**src/rtl/csync_pkg.sv**
```systemverilog
package csync_pkg;

    typedef enum logic {
        M_HIGH,
        M_LOW
    } meter_state_t;

    typedef enum logic [1:0] {
        B_IDLE,
        B_HOLD,
        B_OPEN
    } burst_state_t;

    function automatic int unsigned max2(input int unsigned a, input int unsigned b);
        return (a > b) ? a : b;
    endfunction

endpackage

```
**src/rtl/csync_pulse_meter.sv**
```systemverilog
module csync_pulse_meter
    import csync_pkg::*;
#(
    parameter int unsigned NTSC_MIN = 36,
    parameter int unsigned NTSC_MAX = 76,
    parameter int unsigned PAL_MIN  = 40,
    parameter int unsigned PAL_MAX  = 97,
    parameter int unsigned CNT_W    = 8
) (
    input  logic clk,
    input  logic rst_n,
    input  logic sync_n,
    input  logic pal_mode,
    output logic valid_hs,
    output logic broad
);

    localparam logic [CNT_W-1:0] CNT_TOP = '1;

    meter_state_t state_q, state_d;
    logic [CNT_W-1:0] width_q;
    logic [CNT_W-1:0] lo_lim, hi_lim;
    logic trail;

    always_comb begin
        lo_lim = pal_mode ? CNT_W'(PAL_MIN) : CNT_W'(NTSC_MIN);
        hi_lim = pal_mode ? CNT_W'(PAL_MAX) : CNT_W'(NTSC_MAX);
    end

    always_comb begin
        state_d = state_q;
        trail   = 1'b0;
        unique case (state_q)
            M_HIGH: if (!sync_n) state_d = M_LOW;
            M_LOW: begin
                if (sync_n) begin
                    state_d = M_HIGH;
                    trail   = 1'b1;
                end
            end
            default: state_d = M_HIGH;
        endcase
    end

    always_ff @(posedge clk) begin
        if (!rst_n) begin
            state_q <= M_HIGH;
            width_q <= '0;
        end else begin
            state_q <= state_d;
            if (!sync_n) begin
                if (state_q == M_HIGH)
                    width_q <= CNT_W'(1);
                else if (width_q != CNT_TOP)
                    width_q <= width_q + CNT_W'(1);
            end
        end
    end

    always_ff @(posedge clk) begin
        if (!rst_n) begin
            valid_hs <= 1'b0;
            broad    <= 1'b0;
        end else begin
            valid_hs <= trail && (width_q >= lo_lim) && (width_q <= hi_lim);
            broad    <= trail && (width_q > hi_lim);
        end
    end

    AST_STROBE_SINGLE: assert property (@(posedge clk) disable iff (!rst_n)
        valid_hs |=> !valid_hs);
    AST_CLASS_EXCLUSIVE: assert property (@(posedge clk) disable iff (!rst_n)
        !(valid_hs && broad));

endmodule

```
**src/rtl/csync_burst_seq.sv**
```systemverilog
module csync_burst_seq
    import csync_pkg::*;
#(
    parameter int unsigned DELAY = 8,
    parameter int unsigned LEN   = 32
) (
    input  logic clk,
    input  logic rst_n,
    input  logic trig,
    output logic gate
);

    localparam int unsigned DW = $clog2(max2(DELAY, LEN) + 1);
    localparam int unsigned SW = $clog2(DELAY + LEN + 2) + 1;
    localparam logic [DW-1:0] HOLD_END = DW'(DELAY - 2);
    localparam logic [DW-1:0] OPEN_END = DW'(LEN - 1);

    burst_state_t state_q, state_d;
    logic [DW-1:0] cnt_q;

    always_comb begin
        state_d = state_q;
        unique case (state_q)
            B_IDLE: if (trig) state_d = B_HOLD;
            B_HOLD: if (cnt_q == HOLD_END) state_d = B_OPEN;
            B_OPEN: if (cnt_q == OPEN_END) state_d = B_IDLE;
            default: state_d = B_IDLE;
        endcase
    end

    always_ff @(posedge clk) begin
        if (!rst_n) begin
            state_q <= B_IDLE;
            cnt_q   <= '0;
        end else begin
            state_q <= state_d;
            cnt_q   <= (state_d != state_q) ? '0 : cnt_q + DW'(1);
        end
    end

    always_comb gate = (state_q == B_OPEN);

    logic [SW-1:0] since_q;
    always_ff @(posedge clk) begin
        if (!rst_n)
            since_q <= '1;
        else if (trig && state_q == B_IDLE)
            since_q <= SW'(1);
        else if (since_q != '1)
            since_q <= since_q + SW'(1);
    end

    AST_GATE_OPEN_TIME: assert property (@(posedge clk) disable iff (!rst_n)
        $rose(gate) |-> (since_q == SW'(DELAY)));
    AST_GATE_CLOSE_TIME: assert property (@(posedge clk) disable iff (!rst_n)
        $fell(gate) |-> (since_q == SW'(DELAY + LEN)));

endmodule

```
**src/rtl/csync_field_det.sv**
```systemverilog
module csync_field_det (
    input  logic clk,
    input  logic rst_n,
    input  logic valid_hs,
    input  logic broad,
    output logic frame_start
);

    logic armed_q;
    logic odd_q;

    always_ff @(posedge clk) begin
        if (!rst_n) begin
            armed_q <= 1'b0;
            odd_q   <= 1'b0;
        end else if (valid_hs) begin
            armed_q <= 1'b1;
        end else if (broad && armed_q) begin
            armed_q <= 1'b0;
            odd_q   <= ~odd_q;
        end
    end

    always_comb frame_start = broad && armed_q && !odd_q;

    AST_FRAME_NO_REPEAT: assert property (@(posedge clk) disable iff (!rst_n)
        frame_start |=> !frame_start);

endmodule

```
**src/rtl/csync_classifier.sv**
```systemverilog
module csync_classifier
    import csync_pkg::*;
#(
    parameter int unsigned NTSC_MIN    = 36,
    parameter int unsigned NTSC_MAX    = 76,
    parameter int unsigned PAL_MIN     = 40,
    parameter int unsigned PAL_MAX     = 97,
    parameter int unsigned BURST_DELAY = 8,
    parameter int unsigned BURST_LEN   = 32
) (
    input  logic clk,
    input  logic rst_n,
    input  logic sync_n,
    input  logic pal_mode,
    output logic line_start,
    output logic burst_gate,
    output logic broad_pulse,
    output logic frame_start
);

    localparam int unsigned TOP_LIM = max2(NTSC_MAX, PAL_MAX);
    localparam int unsigned CNT_W   = $clog2(TOP_LIM + 1) + 1;

    logic valid_hs;
    logic broad;

    csync_pulse_meter #(
        .NTSC_MIN(NTSC_MIN),
        .NTSC_MAX(NTSC_MAX),
        .PAL_MIN (PAL_MIN),
        .PAL_MAX (PAL_MAX),
        .CNT_W   (CNT_W)
    ) u_meter (
        .clk     (clk),
        .rst_n   (rst_n),
        .sync_n  (sync_n),
        .pal_mode(pal_mode),
        .valid_hs(valid_hs),
        .broad   (broad)
    );

    csync_burst_seq #(
        .DELAY(BURST_DELAY),
        .LEN  (BURST_LEN)
    ) u_burst (
        .clk  (clk),
        .rst_n(rst_n),
        .trig (valid_hs),
        .gate (burst_gate)
    );

    csync_field_det u_field (
        .clk        (clk),
        .rst_n      (rst_n),
        .valid_hs   (valid_hs),
        .broad      (broad),
        .frame_start(frame_start)
    );

    always_comb begin
        line_start  = valid_hs;
        broad_pulse = broad;
    end

    AST_STROBE_NEEDS_PULSE: assert property (@(posedge clk) disable iff (!rst_n)
        (line_start || broad_pulse) |-> $past(!sync_n, 2));

endmodule

```
**config.mk**
```make
export PLATFORM = sky130hd
export DESIGN_NAME = csync_classifier
export DESIGN_NICKNAME = d
export VERILOG_FILES = /design/src/rtl/csync_pkg.sv /design/src/rtl/csync_pulse_meter.sv /design/src/rtl/csync_burst_seq.sv /design/src/rtl/csync_field_det.sv /design/src/rtl/csync_classifier.sv
export SDC_FILE = /design/constraint.sdc
export NUM_CORES = 1
export LEC_CHECK = 0
export BUFFER_PORTS_ARGS = -buffer_cell sky130_fd_sc_hd__buf_2
export CORE_MARGIN = 2
export CORE_UTILIZATION = 58
export CTS_CLUSTER_SIZE = 12
export DETAILED_ROUTE_END_ITERATION = 8
export GPL_ROUTABILITY_DRIVEN = 0
export PLACE_DENSITY = 0.77
export SLEW_MARGIN = 5
export SYNTH_ARGS = -nofsm -noshare
export SYNTH_HDL_FRONTEND = slang
export SYNTH_SLANG_ARGS = --single-unit
```
**constraint.sdc**
```tcl
create_clock -name clk -period 1.9 [get_ports clk]
set_input_delay 0.285 -clock clk [delete_from_list [all_inputs] [get_ports clk]]
set_output_delay 0.285 -clock clk [all_outputs]
set_load 0.03 [all_outputs]
```
# Yosys cells after proc, flatten, opt, wreduce, memory -nomap -nowiden
# Index checks and enable logic that the tools add are counted.
# classes
reduce_logical,11
order_cmp,3
add_sub_neg,2
bitwise_logic,4
n_mux,13
n_eq_ne,7
# ops
op,n
2-to-1 mux 8 bit,2
adder 8 x 1 -> 8 bit (second input constant),1
greater-or-equal comparator 8 bit,1
> comparator 8 bit,1
<= comparator 8 bit,1
!= test 8 bit (second input constant),1
adder 6 x 1 -> 6 bit (second input constant),1
equality test 6 x 3 -> 1 bit (second input constant),1
equality test 6 x 5 -> 1 bit (second input constant),1
2-to-1 mux 2 bit,3
2-to-1 mux 6 bit,1
case mux 2 bit (3 select lines),1
logical AND 1 bit,5
2-to-1 mux 1 bit,5
2-to-1 mux 4 bit,1
inverter 1 bit,4
AND reduction 2 bit,2
equality test 2 x 1 -> 1 bit (second input constant),1
equality test 2 bit (second input constant),1
logical NOT 2 bit,1
!= test 2 bit,1
!= test 2 bit (second input constant),1
nonzero test 2 bit,1
OR reduction 2 bit,1
logical NOT 1 bit,1
# word_totals
elab_cells,48
out_inout_bits,4
register_bits,21
input_bits,4

# Longest topological paths before layout
# Gate-level depths: netlist (run 1).
# depth
word_depth,5
mapped_depth,6
mapped_depth_nobuf,6

# Hierarchy
# A second synthesis (run 1) with hierarchy kept.
# hier_totals
hier_cells,130
area_unflattened_um2,1151.1
# by_module_without_submodules
mod,seq_area_each_um2,area_per_inst_um2,cells_per_inst,n_inst
csync_pulse_meter,220.2,689.4,81,1
csync_burst_seq,160.2,372.9,39,1
csync_field_det,40.0,88.8,10,1

# Least setup slack after synthesis (run 1)
# No wires, ideal clock.
# synth_timing
path_kind,register to register
from,register u_burst.state_q[1]
to,register u_burst.cnt_q[2]
period_less_slack_ns,1.468
setup_time_ns,0.064
n_path_buf,0
slack_ns,0.432
t_required_ns,1.836
path_stages_with_launch,5
arrival_time_ns,1.404
path_cell_list,dfxtp_1 nor2b_1 o21ai_0 a31o_2 nor2_1
# synth_via
elab_chain_len,4
elab_cells_between_ends,9
cone_classes,eq/ne: 3; mux: 4; reduce/logical: 2
# synth_lines
item,line,source
from (decl),csync_burst_seq.sv:18,"burst_state_t state_q, state_d;"
from (signal assigned),csync_burst_seq.sv:36,state_q <= state_d;
equality test 2 bit,--,
net burst_gate,csync_classifier.sv:16,"output logic burst_gate,"
case mux 2 bit (3 select lines),csync_burst_seq.sv:23,unique case (state_q)
!= test 2 bit,csync_burst_seq.sv:37,cnt_q <= (state_d != state_q) ? '0 : cnt_q + DW'(1);
OR reduction 2 bit (no source line),--,
to (signal assigned),csync_burst_seq.sv:37,
to (decl),csync_burst_seq.sv:19,logic [DW-1:0] cnt_q;
# The timed path passes the listed nets, and every way through them passes these cells.
# A chain may end at the register's enable or synchronous reset.

# Final worst setup path (run 1)
# layout_timing
from,register u_meter.width_q[3]
to,register u_meter.broad
# layout_via
elab_chain_len,2
# layout_lines
item,line,source
from (decl),csync_pulse_meter.sv:21,logic [CNT_W-1:0] width_q;
from (signal assigned),csync_pulse_meter.sv:55,width_q <= width_q + CNT_W'(1);
> comparator 8 bit,csync_pulse_meter.sv:66,broad <= trail && (width_q > hi_lim);
logical AND 1 bit,csync_pulse_meter.sv:66,
to (signal assigned),csync_pulse_meter.sv:66,
to (decl),csync_pulse_meter.sv:15,output logic broad
# No other way between the ends.

==> results of run 1 <==
## flip-flops by register name, indices dropped and copies added (netlist names)
| signal | flops |
|---|---|
| u_burst.state_q | 2 |
| u_field.armed_q | 1 |
| u_meter.width_q | 8 |
| u_burst.cnt_q | 6 |
| u_meter.state_q | 1 |
| u_field.odd_q | 1 |
| u_meter.valid_hs | 1 |
| u_meter.broad | 1 |
## final cells by class
class                   instances  area, µm²  area share [%]
clock buffers                   3      22.52           1.852
flip-flops and latches         21      420.4           34.57
clock inverters                 1      5.005          0.4115
inverters                      10      37.54           3.086
repair buffers                  7      35.03           2.881
well taps                      25      31.28           2.572
multi-input cells              95      664.4           54.63
## Yosys cell counts, drive strengths merged, types with 2 or more instances
library cell,number
nor4b,2
nand4,3
nand3,7
or3,3
xnor2,2
ha,10
o21bai,2
o21ai,9
a21oi,7
nor2,16
xor2,3
nand2b,2
o31a,2
dfxtp,21
nand2,8
nor3,2
inv,10
nand3b,2
## cells by family (layout without fill, tap and decap cells)
kind of cell / after synthesis / in the layout / share of synthesized area (%)
DFF: 21 / 21 / 37.09
AOI/OAI and AO/OA: 30 / 30 / 18.65
and+or+nand+nor: 50 / 50 / 25.05
xor gates and xnor gates: 5 / 5 / 3.864
buffers and inverters: 11 / 21 / 4.305
adders and majority gates: 10 / 10 / 11.04
## per-stage QoR
stage               setup slack (ns)  area (µm²)
floorplan                     0.4317        1134
global placement              0.2749        1189
detailed placement            0.1914        1189
CTS                           0.2412        1216
global route                  0.1507        1216
finish                        0.2368        1216
## path summary, 6_finish.rpt
check                                   startpoint            endpoint  slack, ns  cells after the start
worst max-delay path            u_meter.width_q[3]       u_meter.broad       0.24                      5
worst min register to register    u_burst.cnt_q[0]    u_burst.cnt_q[0]       0.48                      1
worst min-delay path                         rst_n  u_meter.width_q[7]       0.27                      2
worst max register to register  u_meter.width_q[3]       u_meter.broad       0.24                      5
## where the power goes
group | switching, mW | total (mW) | internal, mW | leakage (nW)
Combinational | 0.0341 | 0.0575 | 0.0234 | 0.308
Clock | 0.144 | 0.223 | 0.0787 | 0.0177
Sequential | 0.0113 | 0.461 | 0.449 | 0.170
## per-layer routing
layer	wire length [µm]	global-route usage, %	vias up	share of wire [%]
met3	115	5.926	5	4.7
li1	-	-	477	-
met2	1184	40.26	25	48
met1	1124	27.66	476	46
met4	34	11.35	0	1.4
met5	0	0	-	0
==> metrics.txt, run 1 <==
RSZ-0062 raised after global routing=false; clock slew at reported path FFs=between 0.1 and 0.15 ns; vias per cell=6.068; post-synth top area cell=dfxtp_1; most common cell after layout, fill and taps aside=dfxtp_1; Syn Inst Count=127; max-cap violation count=0; final-stage net count=about 150; placed insts=158; PwrDens=between 600 and 700 nW/µm²; Critical Path Sink Type=flip-flop; hold slack=0.2679 ns; I/O Buffers=7; Clock Path Buffers=2; largest cells by area after synthesis=dfxtp_1 37%, ha_1 11%, nor2_1 5.3%, inv_1 3.3%, a21oi_1 3.1%; Post-CTS Setup Bufs=0; vias in the first global route=874; Crit Path Class=reg -> reg; layout cells sized above 1=13.14%; cell breakdown of the critical path=ha_1 -> nor4b_1 -> a41oi_1 -> o31a_1 -> o21ba_2; worst-margin pin slew=around 0.33 ns; Worst setup SP type=flip-flop; FMAX=0.6012 GHz; H-tree depth=1; via count=983; diode count=0; Net Count, Synth=141; root buffer cell=clkbuf_4; CP max stage cell=dfxtp_1; Pre-antenna DRT Iters=5; # rows=15; first-pass GRT wire length=about 3700 µm; gr usage total=23.71%; Post-Syn Area per Cell=8.926 µm²; Tmin final=approximately 1.7 ns; Max IR drop VDD=roughly 490 µV; Largest delay share family, worst path=compound AO/OA/AOI/OAI gates; Clk Latency, worst-skew pair=roughly 0.31 ns; setup TNS=0 ns; Post-synth EDFFs=0; CP max FO=6; Final Power=0.7409 mW; Setup Viol. Count Final=0; Max Transition Viols Final=0; CP arrival=around 1.9 ns; IO Pins=8; # clock sinks=21; Final Hold Viols=0; Num CTS Buffers=3; total core area=1783 µm²; post-route ant nets=0; hold_buf cts=0; Initial Util=about 64%; Synth Register Bits=21; non-filler instance count after layout=~160; register area share after synthesis=37.09%; slew margin rel.=77.09%; largest net degree at the start of global routing=13; post-DP HPWL=1919 µm; Worst Path Required=2.12 ns; Detailed Route Iter0 Violations=35; CP max stage delay=0.42 ns; top cell type's share of synthesized area=roughly 37%; Cell Area, Synth=1134 µm²; status=completed; wirelength, routed=roughly 2500 µm; area grow syn2layout=7.285%; WP buf/inv=0; Leak=between 0.4 and 0.5 nW; ys async rst share=0%; Tcrit/Tclk final=87.54%; yosys warns=0; DR DRC count=0; initial antenna violation count=0; Die Height=48.21 µm; worst-case clock skew=0.001225 ns; GRT overflow=0; Layout fillers=153; Synth Flop Type=dfxtp_1; most frequent cells in the layout=21 x dfxtp_1, 16 x nor2_1, 10 x inv_1, 10 x ha_1, 8 x nand2_1; cts repair resizes=0; Distinct cells, synth=39; TritonCTS clock tree=built; Die Wd=a little under 50 µm; Hold Crit Class=in -> reg; Die ar.=2324 µm²; DR WL/cell=approximately 15 µm; Layout Utilization=68.21%
Note: power is estimated with default switching activity, not from simulation.
==> inputs of run 2 (changes only) <==
--- a/config.mk
+++ b/config.mk
@@ -6,12 +6,14 @@
 export NUM_CORES = 1
 export LEC_CHECK = 0
 export BUFFER_PORTS_ARGS = -buffer_cell sky130_fd_sc_hd__buf_2
+export CELL_PAD_IN_SITES_DETAIL_PLACEMENT = 0
+export CELL_PAD_IN_SITES_GLOBAL_PLACEMENT = 1
 export CORE_MARGIN = 2
-export CORE_UTILIZATION = 58
+export CORE_UTILIZATION = 44
 export CTS_CLUSTER_SIZE = 12
 export DETAILED_ROUTE_END_ITERATION = 8
 export GPL_ROUTABILITY_DRIVEN = 0
-export PLACE_DENSITY = 0.77
+export PLACE_DENSITY_LB_ADDON = 0.1
 export SLEW_MARGIN = 5
 export SYNTH_ARGS = -nofsm -noshare
 export SYNTH_HDL_FRONTEND = slang
==> run 2 against run 1 <==
Maximum frequency is 4.4% higher. Sequential cell count did not move. Cell count grew 4.3%. Wire length down 12%. First-iteration DRC count fell by 71%. Total power is 0.22% lower. Clock-buffer cell count unchanged. Highest routed layer unchanged. Die area rose by 29%.
==> metrics.txt, run 2 (synthesized netlist as in run 1, its figures left out) <==
IO Pins=8 (unchanged); Crit Path Class=reg -> reg; # rows=18 (+3); Setup Viol. Count Final=0 (unchanged); I/O Buffers=7 (unchanged); Post-CTS Setup Bufs=0 (unchanged); Leak=0.5071 nW (+2.2%); slew margin rel.=79.43% (+2.3 points); post-route ant nets=0 (unchanged); Die Wd=54.76 µm (+14%); post-DP HPWL=1653 µm (-14%); cell breakdown of the critical path=ha_1 -> nor4b_1 -> a41oi_1 -> o31a_1 -> nor4_2; CP max stage cell=dfxtp_1; vias per cell=5.491 (-9.5%); PwrDens=597.5 nW/µm² (-1.9%); Tcrit/Tclk final=83.82% (-3.7 points); via count=928 (-5.6%); H-tree depth=1 (unchanged); most common cell after layout, fill and taps aside=dfxtp_1; Initial Util=46.18% (-17 points); root buffer cell=clkbuf_4; Num CTS Buffers=3 (unchanged); final-stage net count=154 (+1.3%); Worst setup SP type=flip-flop; Max IR drop VDD=409.8 µV (-17%); worst-margin pin slew=0.3007 ns (-0.03424 ns); layout cells sized above 1=14.39% (+1.2 points); hold_buf cts=0 (unchanged); initial antenna violation count=0 (unchanged); Detailed Route Iter0 Violations=10 (-71%); CP max FO=6 (unchanged); FMAX=0.6279 GHz (+4.4%); RSZ-0062 raised after global routing=false; total core area=2455 µm² (+38%); WHS Endpoint=u_meter.state_q; CP arrival=1.82 ns (-0.06 ns); setup slack, reg-to-reg=0.31 ns (+0.07 ns); max-cap violation count=0 (unchanged); Clk Latency, worst-skew pair=0.31 ns (about the same); most frequent cells in the layout=21 x dfxtp_1, 16 x nor2_1, 10 x inv_1, 10 x ha_1, 8 x nand2_1; hold_sp=sync_n; CP max stage delay=0.42 ns (about the same); Final Power=0.7393 mW (-0.22%); Tmin final=1.593 ns (-0.07065 ns); gr usage total=17.38% (-6.3 points); Reg with most FFs=u_meter.width_q; Clock Path Buffers=2 (unchanged); Pre-antenna DRT Iters=4 (-1); largest registers=u_meter.width_q: 8 flops, u_burst.cnt_q: 6 flops, u_burst.state_q: 2 flops; cts repair resizes=0 (unchanged); worst-case clock skew=0.005601 ns (+0.004376 ns); Max Transition Viols Final=0 (unchanged); wirelength, routed=2166 µm (-12%); placed inst area=1210 µm² (+1.8%); hold path cells=2 (unchanged); status=completed; clock slew at reported path FFs=0.13 ns (about the same); FF-to-FF path depth=5 (unchanged); worst reg2reg path startpoint=u_meter.width_q[3]; Worst Path Required=2.13 ns (about the same); first-pass GRT wire length=3732 µm (unchanged); # clock sinks=21 (unchanged); Setup crit start=u_meter.width_q[3]; final instance area=1237 µm² (+1.7%); Hold Crit Class=in -> reg; Die Height=54.76 µm (+14%); Final Hold Viols=0 (unchanged); vias in the first global route=889 (+1.7%); area grow syn2layout=9.161%; setup TNS=0 ns (unchanged); Critical Path Sink Type=flip-flop; largest net degree at the start of global routing=13 (unchanged); Largest register FFs=8 (unchanged); GRT overflow=0 (unchanged); diode count=0 (unchanged); TritonCTS clock tree=built; worst reg2reg endpoint=u_meter.valid_hs; DR WL/cell=12.82 µm (-16%); DR DRC count=0 (unchanged); Die ar.=2998 µm² (+29%)
## run 2: cell types whose count changed in the layout (fill, tap and decap cells not counted)
cell / previous run / this run
buf_4: 0 / 2
## run 2: worst max-delay path by stage
stage	endpoint	slack, ns
6_report	u_meter.valid_hs	0.31
4_1_cts	u_meter.valid_hs	0.30
5_1_grt	u_meter.width_q[4]	0.18
3_5_place_dp	u_meter.broad	0.20
3_3_place_gp	u_meter.broad	0.26
2_1_floorplan	u_burst.cnt_q[2]	0.43
## run 2: area by class of cell
| cell class | count | area, µm² |
|---|---|---|
| clock buffer | 3 | 22.52 |
| clock inverter | 1 | 5.005 |
| inverter | 10 | 37.54 |
| sequential | 21 | 420.4 |
| timing repair buffer | 9 | 50.05 |
| tap | 30 | 37.54 |
| multi-input combinational | 95 | 664.4 |
| fill | 252 | 1217 |
## run 2: per-layer routing
layer	share of wire [%]	vias to the layer above	GRT usage (%)
met3	2.1	2	2.459
met4	0.55	0	7.500
met2	43	8	27.78
met1	54	433	23.05
met5	0	-	0
li1	-	485	-
## run 2: through the flow
step                utilization, %  hold slack [ns]  std cells  setup slack, ns
global placement             49.29           0.4422        165           0.2599
finish                       50.41           0.2655        169           0.3074
detailed placement           49.29           0.4561        165           0.2014
global route                 50.41           0.2702        169           0.1836
CTS                          50.41           0.2480        169           0.2977
floorplan                        -           0.4234        127           0.4317
## run 2: worst max-delay path, delay by kind of cell, from the launching register on
kind                       cells  cell delay, ns
adders and majority gates      1            0.23
AOI/OAI and AO/OA              2            0.36
DFF                            1            0.42
and+or+nand+nor                2            0.51
## run 2: power by group
group / total (mW) / switching (mW) / internal (mW)
clock network: 0.223 / 0.144 / 0.0786
registers: 0.460 / 0.0111 / 0.449
logic: 0.0559 / 0.0331 / 0.0229
total: 0.739 / 0.189 / 0.551
